--- config.mk ---
export PLATFORM = sky130hd
export DESIGN_NAME = supply_reset_gen
export DESIGN_NICKNAME = d
export VERILOG_FILES = /design/src/rtl/supv_pkg.sv /design/src/rtl/supv_sync.sv /design/src/rtl/supv_dip_filter.sv /design/src/rtl/supv_delay.sv /design/src/rtl/supv_hold.sv /design/src/rtl/supply_reset_gen.sv
export SDC_FILE = /design/constraint.sdc
export NUM_CORES = 1
export LEC_CHECK = 0
export BUFFER_PORTS_ARGS = -buffer_cell sky130_fd_sc_hd__buf_4
export CAP_MARGIN = 40
export CORE_MARGIN = 8
export CORE_UTILIZATION = 29
export CTS_BUF_LIST = sky130_fd_sc_hd__clkbuf_2 sky130_fd_sc_hd__clkbuf_4 sky130_fd_sc_hd__clkbuf_8
export CTS_CLUSTER_DIAMETER = 100
export CTS_CLUSTER_SIZE = 24
export DETAILED_ROUTE_END_ITERATION = 10
export SYNTH_ARGS = -nofsm -noshare
export SYNTH_HDL_FRONTEND = slang
export SYNTH_SLANG_ARGS = --single-unit
--- constraint.sdc ---
create_clock -name clk -period 3.4 [get_ports clk]
set_clock_uncertainty 0.2 [all_clocks]
set_input_delay 0.17 -clock clk [delete_from_list [all_inputs] [get_ports clk]]
set_output_delay 0.17 -clock clk [all_outputs]
set_load 0.05 [all_outputs]
--- src/rtl/supv_pkg.sv ---
package supv_pkg;

   // Number of bits needed to hold the value max_val.
   function automatic int cnt_bits(input int unsigned max_val);
      return (max_val < 2) ? 1 : $clog2(max_val + 1);
   endfunction

endpackage

--- src/rtl/supv_sync.sv ---
module supv_sync #(
   parameter int STAGES = 2
) (
   input  logic clk,
   input  logic por_n,
   input  logic d_async,
   output logic q_sync
);
   generate
      if (STAGES < 2) begin : g_bad_stages
         $error("supv_sync: STAGES must be at least 2");
      end
   endgenerate

   logic [STAGES-1:0] chain;

   // At power-on the supply is assumed to be below threshold.
   always_ff @(posedge clk or negedge por_n) begin
      if (!por_n) chain <= '1;
      else        chain <= {chain[STAGES-2:0], d_async};
   end

   assign q_sync = chain[STAGES-1];
endmodule

--- src/rtl/supv_dip_filter.sv ---
module supv_dip_filter
   import supv_pkg::*;
#(
   parameter int GLITCH_CYCLES = 4
) (
   input  logic clk,
   input  logic por_n,
   input  logic uv_s,
   output logic dip_q
);
   localparam int W = cnt_bits(GLITCH_CYCLES);
   localparam logic [W-1:0] FULL = W'(GLITCH_CYCLES);

   logic [W-1:0] run_len;

   // Count consecutive low-supply samples, saturating at the window length.
   always_ff @(posedge clk or negedge por_n) begin
      if (!por_n)            run_len <= FULL;
      else if (!uv_s)        run_len <= '0;
      else if (run_len != FULL) run_len <= run_len + 1'b1;
   end

   assign dip_q = (run_len == FULL);


   qual_needs_low_supply_chk: assert property (@(posedge clk) disable iff (!por_n)
      $rose(dip_q) |-> $past(uv_s));


   dip_persists_chk: assert property (@(posedge clk) disable iff (!por_n)
      (dip_q && uv_s) |=> dip_q);
endmodule

--- src/rtl/supv_delay.sv ---
module supv_delay #(
   parameter int DEPTH = 2
) (
   input  logic clk,
   input  logic por_n,
   input  logic din,
   output logic dout
);
   generate
      if (DEPTH == 0) begin : g_wire
         assign dout = din;
      end else begin : g_pipe
         logic [DEPTH-1:0] pipe;
         always_ff @(posedge clk or negedge por_n) begin
            if (!por_n) pipe <= '1;
            else if (DEPTH == 1) pipe <= din;
            else pipe <= {pipe[DEPTH-2:0], din};
         end
         assign dout = pipe[DEPTH-1];
      end
   endgenerate
endmodule

--- src/rtl/supv_hold.sv ---
module supv_hold
   import supv_pkg::*;
#(
   parameter int HOLD_CYCLES = 40
) (
   input  logic clk,
   input  logic por_n,
   input  logic dip_d,
   output logic active
);
   localparam int W = cnt_bits(HOLD_CYCLES);
   localparam logic [W-1:0] FULL = W'(HOLD_CYCLES);

   logic [W-1:0] remain;
   logic         act_q;

   // Reload on every qualified sample, count down once the supply is good.
   always_ff @(posedge clk or negedge por_n) begin
      if (!por_n)              remain <= FULL;
      else if (dip_d)          remain <= FULL;
      else if (remain != '0)   remain <= remain - 1'b1;
   end

   always_ff @(posedge clk or negedge por_n) begin
      if (!por_n) act_q <= 1'b1;
      else        act_q <= dip_d || (remain != '0);
   end

   assign active = act_q;


   hold_bound_chk: assert property (@(posedge clk) disable iff (!por_n)
      remain <= FULL);


   assert_follows_dip_chk: assert property (@(posedge clk) disable iff (!por_n)
      dip_d |=> active);


   reload_full_chk: assert property (@(posedge clk) disable iff (!por_n)
      dip_d |=> (remain == FULL));


   release_when_expired_chk: assert property (@(posedge clk) disable iff (!por_n)
      $fell(active) |-> (!$past(dip_d) && ($past(remain) == '0)));
endmodule

--- src/rtl/supply_reset_gen.sv ---
module supply_reset_gen #(
   parameter int SYNC_STAGES   = 2,
   parameter int GLITCH_CYCLES = 200,
   parameter int ASSERT_DELAY  = 16,
   parameter int HOLD_CYCLES   = 12_000_000,
   parameter bit ACTIVE_HIGH   = 1'b0
) (
   input  logic clk,
   input  logic por_n,
   input  logic uv_flag,
   output logic rst_out
);
   localparam logic ACT_LVL = ACTIVE_HIGH;

   generate
      if (GLITCH_CYCLES < 1) begin : g_bad_glitch
         $error("supply_reset_gen: GLITCH_CYCLES must be at least 1");
      end
      if (ASSERT_DELAY < 0 || ASSERT_DELAY > 64) begin : g_bad_delay
         $error("supply_reset_gen: ASSERT_DELAY must lie in 0..64");
      end
      if (HOLD_CYCLES < 1) begin : g_bad_hold
         $error("supply_reset_gen: HOLD_CYCLES must be at least 1");
      end
   endgenerate

   logic uv_s;
   logic dip_q;
   logic dip_d;
   logic active;

   supv_sync #(.STAGES(SYNC_STAGES)) u_sync (
      .clk(clk), .por_n(por_n), .d_async(uv_flag), .q_sync(uv_s));

   supv_dip_filter #(.GLITCH_CYCLES(GLITCH_CYCLES)) u_filt (
      .clk(clk), .por_n(por_n), .uv_s(uv_s), .dip_q(dip_q));

   supv_delay #(.DEPTH(ASSERT_DELAY)) u_dly (
      .clk(clk), .por_n(por_n), .din(dip_q), .dout(dip_d));

   supv_hold #(.HOLD_CYCLES(HOLD_CYCLES)) u_hold (
      .clk(clk), .por_n(por_n), .dip_d(dip_d), .active(active));

   generate
      if (ACTIVE_HIGH) begin : g_pos
         assign rst_out = active;
      end else begin : g_neg
         assign rst_out = ~active;
      end
   endgenerate


   por_forces_reset_chk: assert property (@(posedge clk)
      !por_n |-> (rst_out == ACT_LVL));
endmodule

==> flow_results.org <==
** Status
- The flow ran to the end, and the final reports show no timing, DRC or antenna violations.

** Final layout
- Antenna cell count :: 0
- Cells with a size suffix above 1 make up between 20% and 30% of the layout.
- Cells fill 33.16% of the core in the end.
- Net count of the finished layout :: 223
- From synthesis to final layout, the design area changed by 12.13%.
- Final cell area excluding filler cells :: ~2700 sq um
- After filler insertion, the fill cell instance count of the layout stands at 833.
- Once layout is complete, the cells apart from fillers number roughly 320.

** Route
- Wires add up to 3854 um.
- Using the TritonRoute via totals, the vias-per-cell ratio works out to 4.857.
- Via count :: between 1500 and 2000
- Residual DRC count :: 0
- The first detailed-routing pass took 4 iterations.
- In this run the remaining antenna-violating nets after routing total 0.
- Number of DRC violations after detailed-routing iteration 0 :: 68
- Routed len/inst :: ~12 um

** Setup path
- The worst register-to-register path ends at u_hold.remain[10].
- Of all nets on the critical path, the largest fanout is 14.
- STA classifies the critical path endpoint as a flop.
- Data on the critical path is required at its endpoint by 3.40 ns.
- Kind of start point of the critical path :: flop
- FF-to-FF setup slack :: between 1 and 1.5 ns
- The worst setup path is of the flop to flop kind.
- Arrival @ worst endpoint :: 2.39 ns
- Measured in cells, the most critical reg-to-reg path has a length of 7.
- Following the worst setup path forward leads to its endpoint at u_hold.remain[10].
- Tracing the worst setup path back leads to its startpoint at u_hold.remain[0].
- Worst R2R Start :: u_hold.remain[0]

** Power and ir drop
- Sequential cells burn 54.8% of the power.
- In this run the power density over the cells is 420.3 nW/um^2.
- Overall Power :: 1.128 mW
- Summed over all nets, the switching power comes to 0.2141 mW.
- The share of total power dissipated in combinational logic is 2.0%.
- Switching power as a share of total power :: 18.98%
- The internal portion of the total power is 0.9141 mW.
- Leakage Power :: between 1 and 1.5 nW
- Clock network fraction of design power :: between 40% and 50%
- VDD sags by at most 0.2269 mV.

** Floorplan
- Area of the die :: 11420 sq um
- The die is 106.9 um wide.
- Std-Cell Rows :: 33
- Effective utilization at floorplan :: 29.58%
- In this run the count of I/O pins placed on the die edge is 4.
- Core area :: slightly above 8000 sq um
- The floorplan step set the die height to 106.9 um.

** Placed design
- Input and output buffers added on the ports amount to 3.
- Prior to clock tree synthesis, the placed netlist has a worst setup slack of 1.041 ns.
- Including well taps, the total number of placed cells is 312.
- Area post-placement :: ~2500 sq um
- HPWL after detailed placement :: 2553 um
- Final weighted congestion in routability-driven placement :: 0.7603

** Global route
- Maximum number of pins on one net before global-route repair :: 52
- Overall fraction of global-route tracks in use :: around 7.4%
- The first global-routing pass estimated 7079 um of wire.
- Total congestion overflow :: 0
- The number of global-route vias before repair was around 1600.
- Antenna violations before repair :: 0

** Clocking
- After clock tree synthesis, the setup repair step added 0 buffers.
- Clock root buffer master :: sky130_fd_sc_hd__clkbuf_8
- Clock latency on the worst-skew pair, taken at its later pin, is 0.30 ns.
- TritonCTS built the clock tree.
- Clock transition at the registers of the reported paths :: 0.10 ns
- Resized Gates After CTS :: 0
- Clock Path Buffers :: 2
- CTS saw 51 sinks.
- Counting the buffers created by CTS gives 5.
- The H-tree was split into 2 levels.

** STA
- Headroom to the max-slew limit came out at 53.89%.
- Summed over all failing endpoints, the final setup total negative slack is 0 ns.
- Smallest hold slack :: 0.1584 ns
- For this run, the top clock speed supported by timing is 418.0 MHz.
- Share of the clock period used by the worst path after layout :: 70.36%
- Count of endpoints failing hold in the final timing report :: 0
- Setup repair after global routing missed its margin :: false
- The max-slew violation count was 0.
- Final WS setup :: just over 1 ns
- Clock period minus worst slack :: roughly 2.4 ns
- Setup violations remaining at the end of the flow were counted as 0.
- For the pin with the worst max-slew slack, the measured transition is 0.6853 ns.

** Logic synthesis
- After synthesis, flip-flops and latches occupy 54.99% of the total area.
- Number of synthesized register bits :: 51
- The number of nets in the synthesized netlist is 215.
- Number of instances in the synthesized netlist :: 208
- Number of library cell types mapped by synthesis :: 44
- Number of enable-type register cells in the synthesized netlist :: 0
- Sorting the synthesized cells by area gives the leading types as sky130_fd_sc_hd__dfstp_2 (35%), sky130_fd_sc_hd__dfrtp_1 (20%), sky130_fd_sc_hd__mux2_2 (4.2%), sky130_fd_sc_hd__nand3_1 (3.1%), sky130_fd_sc_hd__nor2b_1 (2.6%).
- Of the post-synthesis cell area, the dominant cell type holds around a third.
- Area of the mapped netlist :: 2394 sq um
- Cell type contributing the most total cell area after synthesis :: sky130_fd_sc_hd__dfstp_2
- After synthesis, the share of flip-flops with an asynchronous set or reset is 100.0%.
- Average cell area after synthesis :: 11.51 sq um
- Most used flip-flop cell after synthesis :: sky130_fd_sc_hd__dfstp_2
- Count of yosys warnings during synthesis :: 0

** Worst hold path
- In this run the worst hold path is classified as flop to flop.

** Job
- Max_cap viols :: 0
## sequential cells by signal, indices dropped and copies added, names as in the netlist
name               cells
u_hold.active          1
u_filt.run_len         8
u_hold.remain         24
u_dly.g_pipe.pipe     16
u_sync.chain           2
## metal layers
layer | vias up | part of all wire (%) | global-route usage (%)
met3 | 4 | 2.6 | 1.860
met2 | 13 | 44 | 11.55
li1 | 778 | - | -
met1 | 769 | 52 | 9.675
met4 | 0 | 1.1 | 2.915
met5 | - | 0 | 0
## cells in the final DEF, fill, tap and decap left out, drive strengths merged, types with 3 or more instances in the layout
cell and count:
inv 8, dfstp 32, ha 4, nand3 15, nand4 4, nor4 11, a211oi 3, buf 5
mux2 9, or3 3, nand2 5, and2 7, and3 3, dfrtp 19, xnor2 6, o31ai 6
nor2b 10, o31a 3, nor2 16, a21oi 5, nor3 4, clkbuf 5, or4 5, o21ai 4
## cell families after synthesis
| group | synth area share (%) |
|---|---|
| fa+ha+maj | 2.091 |
| compound gates | 9.253 |
| flops | 54.99 |
| simple gates | 23.52 |
| buf+inv | 2.875 |
| xor+xnor | 2.195 |
| mux | 5.071 |
## area by class of cell
| type | instances | area, sq um | area share [%] |
|---|---|---|---|
| inverter | 9 | 33.78 | 1.259 |
| multi-input combinational | 142 | 1008 | 37.58 |
| clock inverter | 3 | 67.56 | 2.517 |
| timing repair buffer | 7 | 57.56 | 2.145 |
| tap | 105 | 131.4 | 4.895 |
| clock buffer | 5 | 68.82 | 2.564 |
| sequential | 51 | 1316 | 49.04 |
## worst max-delay path, stage by stage, from the launching register on
cell and delay (ns):
sky130_fd_sc_hd__dfrtp_1 0.39, sky130_fd_sc_hd__inv_1 0.08, sky130_fd_sc_hd__ha_1 0.21, sky130_fd_sc_hd__nor3b_1 0.16, sky130_fd_sc_hd__and4_1 0.21, sky130_fd_sc_hd__buf_4 0.18, sky130_fd_sc_hd__a2111oi_0 0.46, sky130_fd_sc_hd__mux2_2 0.39
## power groups by stage
stage | Clock, mW | Combinational [mW] | Sequential, mW
after floorplan | 0 | 0.00743 | 0.627
after global placement | 0 | 0.0215 | 0.629
after detailed placement | 0 | 0.0222 | 0.629
after CTS | 0.506 | 0.0241 | 0.619
after global routing | 0.533 | 0.0278 | 0.619
final | 0.487 | 0.0227 | 0.618
## worst min path at each step
stage                         start                    end  depth (start not counted)
2_1_floorplan                 por_n      u_filt.run_len[0]                          0
3_3_place_gp                  por_n      u_filt.run_len[0]                          1
3_5_place_dp                  por_n      u_filt.run_len[4]                          1
4_1_cts        u_dly.g_pipe.pipe[9]  u_dly.g_pipe.pipe[10]                          0
5_1_grt             u_sync.chain[0]        u_sync.chain[1]                          0
6_report            u_sync.chain[0]        u_sync.chain[1]                          0
## repair_timing
action / CTS / global route
setup endpoints to repair: 0 / 0
hold buffers: 2 / 0
endpoints found under the hold margin: 20 / 0
## cell usage after synthesis (3+ instances only)
| cell type | n |
|---|---|
| sky130_fd_sc_hd__dfstp_2 | 32 |
| sky130_fd_sc_hd__dfrtp_1 | 19 |
| sky130_fd_sc_hd__nor2_1 | 16 |
| sky130_fd_sc_hd__nand3_1 | 15 |
| sky130_fd_sc_hd__nor2b_1 | 10 |
| sky130_fd_sc_hd__mux2_2 | 9 |
| sky130_fd_sc_hd__nor4_1 | 9 |
| sky130_fd_sc_hd__inv_1 | 8 |
| sky130_fd_sc_hd__and2_1 | 7 |
| sky130_fd_sc_hd__o31ai_1 | 6 |
| sky130_fd_sc_hd__xnor2_1 | 6 |
| sky130_fd_sc_hd__a21oi_1 | 5 |
| sky130_fd_sc_hd__nand2_1 | 5 |
| sky130_fd_sc_hd__or4_1 | 5 |
| sky130_fd_sc_hd__ha_1 | 4 |
| sky130_fd_sc_hd__o21ai_0 | 4 |
| sky130_fd_sc_hd__a211oi_1 | 3 |
| sky130_fd_sc_hd__and3_1 | 3 |
| sky130_fd_sc_hd__buf_4 | 3 |
| sky130_fd_sc_hd__o31a_1 | 3 |
| sky130_fd_sc_hd__or3_1 | 3 |
No activity file was read; power rests on OpenSTA's default activity.
